### config.mk
export PLATFORM = sky130hd
export DESIGN_NAME = ind_reg_window
export DESIGN_NICKNAME = d
export VERILOG_FILES = /design/src/rtl/ind_reg_window.sv
export SDC_FILE = /design/constraint.sdc
export NUM_CORES = 2
export LEC_CHECK = 0
export CAP_MARGIN = 20
export CORE_MARGIN = 4
export CORE_UTILIZATION = 62
export DETAILED_ROUTE_END_ITERATION = 7
export PLACE_DENSITY = 0.81
export SYNTH_ARGS = -nofsm -noshare
export SYNTH_HDL_FRONTEND = slang
export SYNTH_SLANG_ARGS = --single-unit
### constraint.sdc
create_clock -name clk -period 4.75 [get_ports clk]
set_input_delay 1.1875 -clock clk [delete_from_list [all_inputs] [get_ports clk]]
set_output_delay 1.1875 -clock clk [all_outputs]
set_load 0.01 [all_outputs]
### src/rtl/ind_reg_window.sv
module ind_reg_window #(
  parameter int NUM_PINS    = 24,
  parameter bit NEW_VERSION = 1'b1,
  parameter int ADDR_W      = 12,
  localparam int IDX_W      = (NUM_PINS > 1) ? $clog2(NUM_PINS) : 1
) (
  input  logic              clk,
  input  logic              rst_n,
  input  logic [ADDR_W-1:0] bus_addr,
  input  logic [2:0]        bus_size,
  input  logic              bus_wr,
  input  logic              bus_rd,
  input  logic [31:0]       bus_wdata,
  output logic [31:0]       bus_rdata,
  input  logic [IDX_W-1:0]  tbl_rd_idx,
  output logic [63:0]       tbl_rd_entry,
  input  logic              ro_wr,
  input  logic [IDX_W-1:0]  ro_idx,
  input  logic [1:0]        ro_bits,
  output logic              svc_req,
  output logic [IDX_W-1:0]  svc_idx,
  output logic              eoi_valid,
  output logic [7:0]        eoi_vector
);
  localparam logic [7:0]  VERSION   = NEW_VERSION ? 8'h20 : 8'h11;
  localparam logic [7:0]  OFF_SEL   = 8'h00;
  localparam logic [7:0]  OFF_WIN   = 8'h10;
  localparam logic [7:0]  OFF_EOI   = 8'h40;
  localparam logic [7:0]  SEL_ID    = 8'h00;
  localparam logic [7:0]  SEL_VER   = 8'h01;
  localparam logic [7:0]  SEL_ARB   = 8'h02;
  localparam logic [7:0]  SEL_TBL   = 8'h10;
  localparam logic [63:0] RW_MASK   = 64'hFFFF_0000_0001_AFFF;
  localparam logic [63:0] RO_MASK   = 64'h0000_0000_0000_5000;
  localparam logic [63:0] RST_ENTRY = 64'h0000_0000_0001_0000;
  localparam logic [6:0]  NPINS7    = 7'(NUM_PINS);
  localparam logic [7:0]  TOP_IDX   = 8'(NUM_PINS - 1);

  logic [7:0]  sel;
  logic [3:0]  id;
  logic [63:0] tbl   [NUM_PINS];
  logic [63:0] nxt   [NUM_PINS];
  logic [31:0] win_rd;

  wire [7:0]       off     = bus_addr[7:0];
  wire             full    = (bus_size == 3'd4);
  wire             win_acc = (off == OFF_WIN) && full;
  wire [7:0]       tsel    = sel - SEL_TBL;
  wire [6:0]       tidx    = tsel[7:1];
  wire             in_tbl  = (sel >= SEL_TBL) && (tidx < NPINS7);
  wire [IDX_W-1:0] widx    = tidx[IDX_W-1:0];
  wire             tbl_wr  = bus_wr && win_acc && in_tbl;

  always_comb begin
    win_rd = 32'h0;
    case (sel)
      SEL_ID, SEL_ARB: win_rd = {4'h0, id, 24'h0};
      SEL_VER:         win_rd = {8'h0, TOP_IDX, 8'h0, VERSION};
      default:
        if (in_tbl) win_rd = sel[0] ? tbl[widx][63:32] : tbl[widx][31:0];
    endcase
  end

  for (genvar g = 0; g < NUM_PINS; g++) begin : g_entry
    wire hit = tbl_wr && (widx == IDX_W'(g));
    logic [63:0] e;
    always_comb begin
      e = tbl[g];
      if (hit) begin
        if (sel[0]) e[63:32] = bus_wdata;
        else        e[31:0]  = bus_wdata;
        e = (e & RW_MASK) | (tbl[g] & RO_MASK);
      end
      if (ro_wr && ro_idx == IDX_W'(g)) begin
        e[14] = ro_bits[1];
        e[12] = ro_bits[0];
      end
      if (hit && !e[15]) e[14] = 1'b0;
      nxt[g] = e;
    end
    always_ff @(posedge clk or negedge rst_n)
      if (!rst_n) tbl[g] <= RST_ENTRY;
      else        tbl[g] <= nxt[g];
  end

  always_ff @(posedge clk or negedge rst_n) begin
    if (!rst_n) begin
      sel        <= '0;
      id         <= '0;
      bus_rdata  <= '0;
      svc_req    <= 1'b0;
      svc_idx    <= '0;
      eoi_valid  <= 1'b0;
      eoi_vector <= '0;
    end else begin
      if (bus_wr && off == OFF_SEL) sel <= bus_wdata[7:0];
      if (bus_wr && win_acc && sel == SEL_ID) id <= bus_wdata[27:24];
      if (bus_rd) bus_rdata <= (off == OFF_SEL) ? {24'h0, sel} : (win_acc ? win_rd : 32'h0);
      svc_req <= tbl_wr;
      if (tbl_wr) svc_idx <= widx;
      eoi_valid <= bus_wr && off == OFF_EOI && full && NEW_VERSION;
      if (bus_wr && off == OFF_EOI && full && NEW_VERSION) eoi_vector <= bus_wdata[7:0];
    end
  end

  assign tbl_rd_entry = (32'(tbl_rd_idx) < NUM_PINS) ? tbl[tbl_rd_idx] : 64'h0;

  AST_SEL_READ_HIGH_ZERO: assert property (@(posedge clk) disable iff (!rst_n)
    (bus_rd && bus_addr[7:0] == OFF_SEL) |=> bus_rdata[31:8] == 24'h0);
  AST_NARROW_READ_ZERO: assert property (@(posedge clk) disable iff (!rst_n)
    (bus_rd && bus_addr[7:0] == OFF_WIN && bus_size != 3'd4) |=> bus_rdata == 32'h0);
  AST_EDGE_NO_PENDING: assert property (@(posedge clk) disable iff (!rst_n)
    svc_req |-> (tbl[svc_idx][15] || !tbl[svc_idx][14]));
  AST_SVC_FROM_WRITE: assert property (@(posedge clk) disable iff (!rst_n)
    svc_req |-> $past(bus_wr && bus_size == 3'd4 && bus_addr[7:0] == OFF_WIN));
  AST_EOI_FROM_WRITE: assert property (@(posedge clk) disable iff (!rst_n)
    eoi_valid |-> $past(bus_wr && bus_size == 3'd4 && bus_addr[7:0] == OFF_EOI));
endmodule

==> After elaboration in Yosys (flattened, before gate mapping) <==
Cells that the tools add are included.
{ "op_classes": {"n_addsub": 1, "multipliers": 0, "div_mod_pow": 0, "order_cmp": 5, "eq_ne": 51, "shift": 0, "n_mux": 204, "bitwise_logic": 26, "n_reduce_logical": 157} }
{ "op_table": {"columns": ["op", "count"], "rows": [
  ["$mux W32", 52],
  ["$or A64 B15 Y64", 24],
  ["$mux W17", 48],
  ["$bmux W64 S5", 2],
  ["$mux W16", 24],
  ["$mux W64", 5],
  ["$eq A5 B4 Y1 const B", 16],
  ["$eq A5 B5 Y1 const B", 16],
  ["$logic_and A1 B1 Y1", 80],
  ["$mux W1", 72],
  ["$reduce_bool A3 Y1", 24],
  ["$pmux W32 S2", 1],
  ["$reduce_bool A2 Y1", 24],
  ["$eq A5 B3 Y1 const B", 8],
  ["$logic_not A1 Y1", 24],
  ["$eq A5 B2 Y1 const B", 4],
  ["$logic_not A8 Y1", 2],
  ["$ge A6 B6 Y1 const B", 2],
  ["$not A5 Y6", 2],
  ["$eq A5 B1 Y1 const B", 2],
  ["$logic_not A5 Y1", 2],
  ["$eq A8 B1 Y1 const B", 1],
  ["$eq A8 B2 Y1 const B", 1],
  ["$eq A8 B5 Y1 const B", 1],
  ["7 further kinds", 7]
]} }
{ "totals": {"reg_bits": 1595, "latchBits": 0, "mem_bits_rw": 0, "rom_bits": 0, "input_bits": 64, "out_inout_bits": 111, "wordCells": 547, "mem_count": 0} }

==> Longest topological paths before layout <==
{ "logic_depth": {"depth_word": 11, "ltp_mapped": 13, "mapped_depth_nobuf": 7} }

==> Worst setup path before layout <==
No wires, ideal clock.
{ "synth_timing": {"path_kind": "input to output", "from": "input tbl_rd_idx[0]", "to": "output tbl_rd_entry[15]", "arrival_time_ns": 3.399, "t_required_ns": 3.563, "path_slack_ns": 0.163, "stages": 7, "path_buffers": 3, "cell_sequence": "clkbuf_1 > buf_2 > buf_1 > mux4_2 > mux4_2 > inv_1 > o22ai_1"} }
{ "synth_between": {"elab_chain_len": 5} }
{ "synth_rtl": {"columns": ["element", "line", "source"], "rows": [
  ["start, declared", "15", "input logic [IDX_W-1:0] tbl_rd_idx,"],
  ["$not A5 Y6 (implied by the code)", "106", "assign tbl_rd_entry = (32'(tbl_rd_idx) < NUM_PINS) ? tbl[tbl_rd_idx] : 64'h0;"],
  ["$bmux W64 S5", "106", null],
  ["$mux W64 (implied by the code) (2 in series)", "106", null],
  ["$mux W64 (*)", "106", null],
  ["end, declared", "16", "output logic [63:0] tbl_rd_entry,"]
]} }
Every way passes the cells marked *; elsewhere a longest branch is shown, timed or not. The select of a mux whose other input is x is not followed.

==> Worst setup path after layout <==
{ "layout_timing": {"from": "input tbl_rd_idx[0]", "to": "output tbl_rd_entry[5]"} }
The elaborated chain is that of the path after synthesis.

==> results.yml <==
setup_path:
  critPathLaunchType: "input pin"
  crit_type: "input pin to output port"
  worstPathMaxFanout: 23
  worstPathRequired_ns: 3.56
  endpoint_kind: "output port"
  crit_arrival_ns: 3.52
hold_path:
  min-delay-path-class: "flip-flop to flip-flop"
flow_run:
  drv_cap: 0
sta:
  fin_setup_tns_ns: 0
  clock.fmax_mhz: 213
  drv_slew: 0
  maxSlewHeadroom: 0.258
  worst_clock_skew_ns: 0.0231
  period_needed_ns: 4.71
  hold_ws_ns: 0.503
  setup-violations-final: 0
  finalCritPeriodShare: 0.991
  tightestPinTransition_ns: 1.11
  finalHoldViolCount: 0
  worst_slack_ns: 0.0442
  rsz0062_at_grt: "false"
die:
  die_x_um: 280
  core_um2: 73100
  ios: 175
  die_area_um2: 78300
  num_rows: 99
  initial_utilization: 0.627
  dieHeight_um: 280
routing:
  drt_iter0_drc: 3215
  first_pass_iters: 8
  vias: 30082
  wl_um: 131000
  ant_nets: 0
  wire_per_inst_um: 31.7
  vias_per_cell: 7.26
  drc: 1
clock_tree:
  hold_buffers: 0
  cts_buffers: 89
  cts_buffer_depth: 3
  cts_sinks: 851
  cts_tree: "done"
  clk_latency_ns: 0.65
  post_cts_resized: 0
  post_cts_buffers: 0
  htree_levels: 3
  clockRootBuffer: "clkbuf_16"
  clkSlewWorstSetupHoldPaths_ns: 0.06
synthesis:
  ys_seq_elements: 851
  synth.largest_area_cell: "dfrtp_1"
  synth_top_flop_cell: "dfrtp_1"
  synth_cells: 2996
  synthArstFlopShare: 1.00
  yosysMostFrequentCell: "dfrtp_1"
  synth_edf_count: 0
  synth_seq_area_share: 0.465
  synth_top_area_share: 0.451
  synth.avg_cell_area_um2: 15.3
  yosysUniqueCellTypes: 55
  synthTopCellsByArea: "dfrtp_1, mux4_2, mux2_2"
  synth_warnings: 0
  synth_area_um2: 45800
  synth_commonest_cells: "dfrtp_1, mux2_2, mux4_2"
place:
  dp_slack_ns: 0.0661
  portBuffers: 137
  dpl_cell_area_um2: 49100
  gp_congestion: 0.854
  dp_hpwl_um: 79300
power_and_ir_drop:
  p_seq_frac: 0.475
  p_leak_nw: 23.9
  intPower_mw: 11.9
  combPwrFrac: 0.073
  clockPowerShare: 0.452
  p_per_area_nw_per_um2: 300
  power.switching_mw: 3.71
  ir_worst_vdd_mv: 0.292
  switching_share: 0.237
global_route:
  grt_pass1_wl_um: 199000
  grt_pass1_vias: 31656
  grt_max_degree: 96
  grt_use_total: 0.339
  grt.overflow.total: 0
  antenna_found_initial: 4
final_layout:
  drive_gt1_frac: 0.507
  fin_nets: 3174
  areaGrowthSynthToFinish_pct: 13.7
  design_area_um2: 52100
status:
  violations: "DRC"
  status: "finished with violations"
[critical path, stage by stage]
cell	delay [ns]
buf_8	0.20
buf_12	0.26
mux4_2	0.55
mux4_2	0.49
inv_1	0.09
o22ai_1	0.16
clkdlybuf4s50_1	0.57
[layer usage]
layer	wire, um	GRT usage	up-vias
met2	61700	0.522	1832
met5	20	0	-
met3	14100	0.0920	398
met4	5780	0.142	4
met1	49500	0.466	16091
li1	-	-	11757
[metrics by stage]
stage	utilization	instances	total power, mW
finish	0.713	4142	15.6
floorplan	-	3026	8.17
global placement	0.672	3975	8.64
global route	0.713	4142	16.1
detailed placement	0.672	3975	8.69
CTS	0.713	4139	15.7
[path summary, 6_finish.rpt]
path,startpoint,end,slack [ns],depth (start not counted)
worst max register to register,sel[4],flip-flop,1.12,9
min in group asynchronous,rst_n,tbl[115],0.60,1
worst min-delay path,eoi_vector[2],eoi_vector[2],0.50,1
worst max-delay path,tbl_rd_idx[0],tbl_rd_entry[5],0.04,7
max in group asynchronous,rst_n,tbl[693],3.08,3
worst min register to register,eoi_vector[2],eoi_vector[2],0.50,1
[layout make-up]
type / instances / area, um2
Inverter: 41 / 154
Clock inverter: 25 / 304
Timing Repair Buffer: 304 / 3420
Fill cell: 4382 / 21000
Antenna cell: 2 / 5.00
Sequential cell: 851 / 21300
Clock buffer: 139 / 2680
Multi-Input combinational cell: 1821 / 23000
Tap cell: 959 / 1200
[placed cells by master (no fill, tap or decap), drive strengths merged, types with 3 or more instances in the layout]
cell             n
or2              4
conb            31
nand3           38
a31oi           30
nand2b          11
nand2          143
o22ai           33
inv             42
dfrtp          827
nor2            34
a21oi            9
clkinv          17
mux4           454
mux2           790
buf            172
bufinv           5
or4              7
o21ai           21
dfstp           24
clkbuf         140
nor2b            7
a22oi           18
nand4           28
o211ai          13
mux2i           79
and3             3
nor3            34
nor4             9
clkdlybuf4s50  131
[logic make-up (layout without fill, tap and decap cells)]
| logic type | count (synthesis) | in the layout | share of synthesized area |
|---|---|---|---|
| other | 1 | 33 | 0.0000818 |
| adders and majority gates | 2 | 2 | 0.000546 |
| AOI/OAI and AO/OA | 133 | 133 | 0.0186 |
| DFF | 851 | 851 | 0.465 |
| buffers and inverters | 354 | 509 | 0.0361 |
| and+or+nand+nor | 332 | 332 | 0.0393 |
| muxes | 1323 | 1323 | 0.440 |
[power by group through the flow]
stage / registers (mW) / logic, mW / clock network, mW
floorplan: 7.51 / 0.665 / 0
global placement: 7.54 / 1.10 / 0
detailed placement: 7.55 / 1.13 / 0
CTS: 7.42 / 1.14 / 7.15
global route: 7.43 / 1.22 / 7.46
finish: 7.43 / 1.14 / 7.07
(Power assumes the default switching activity.)
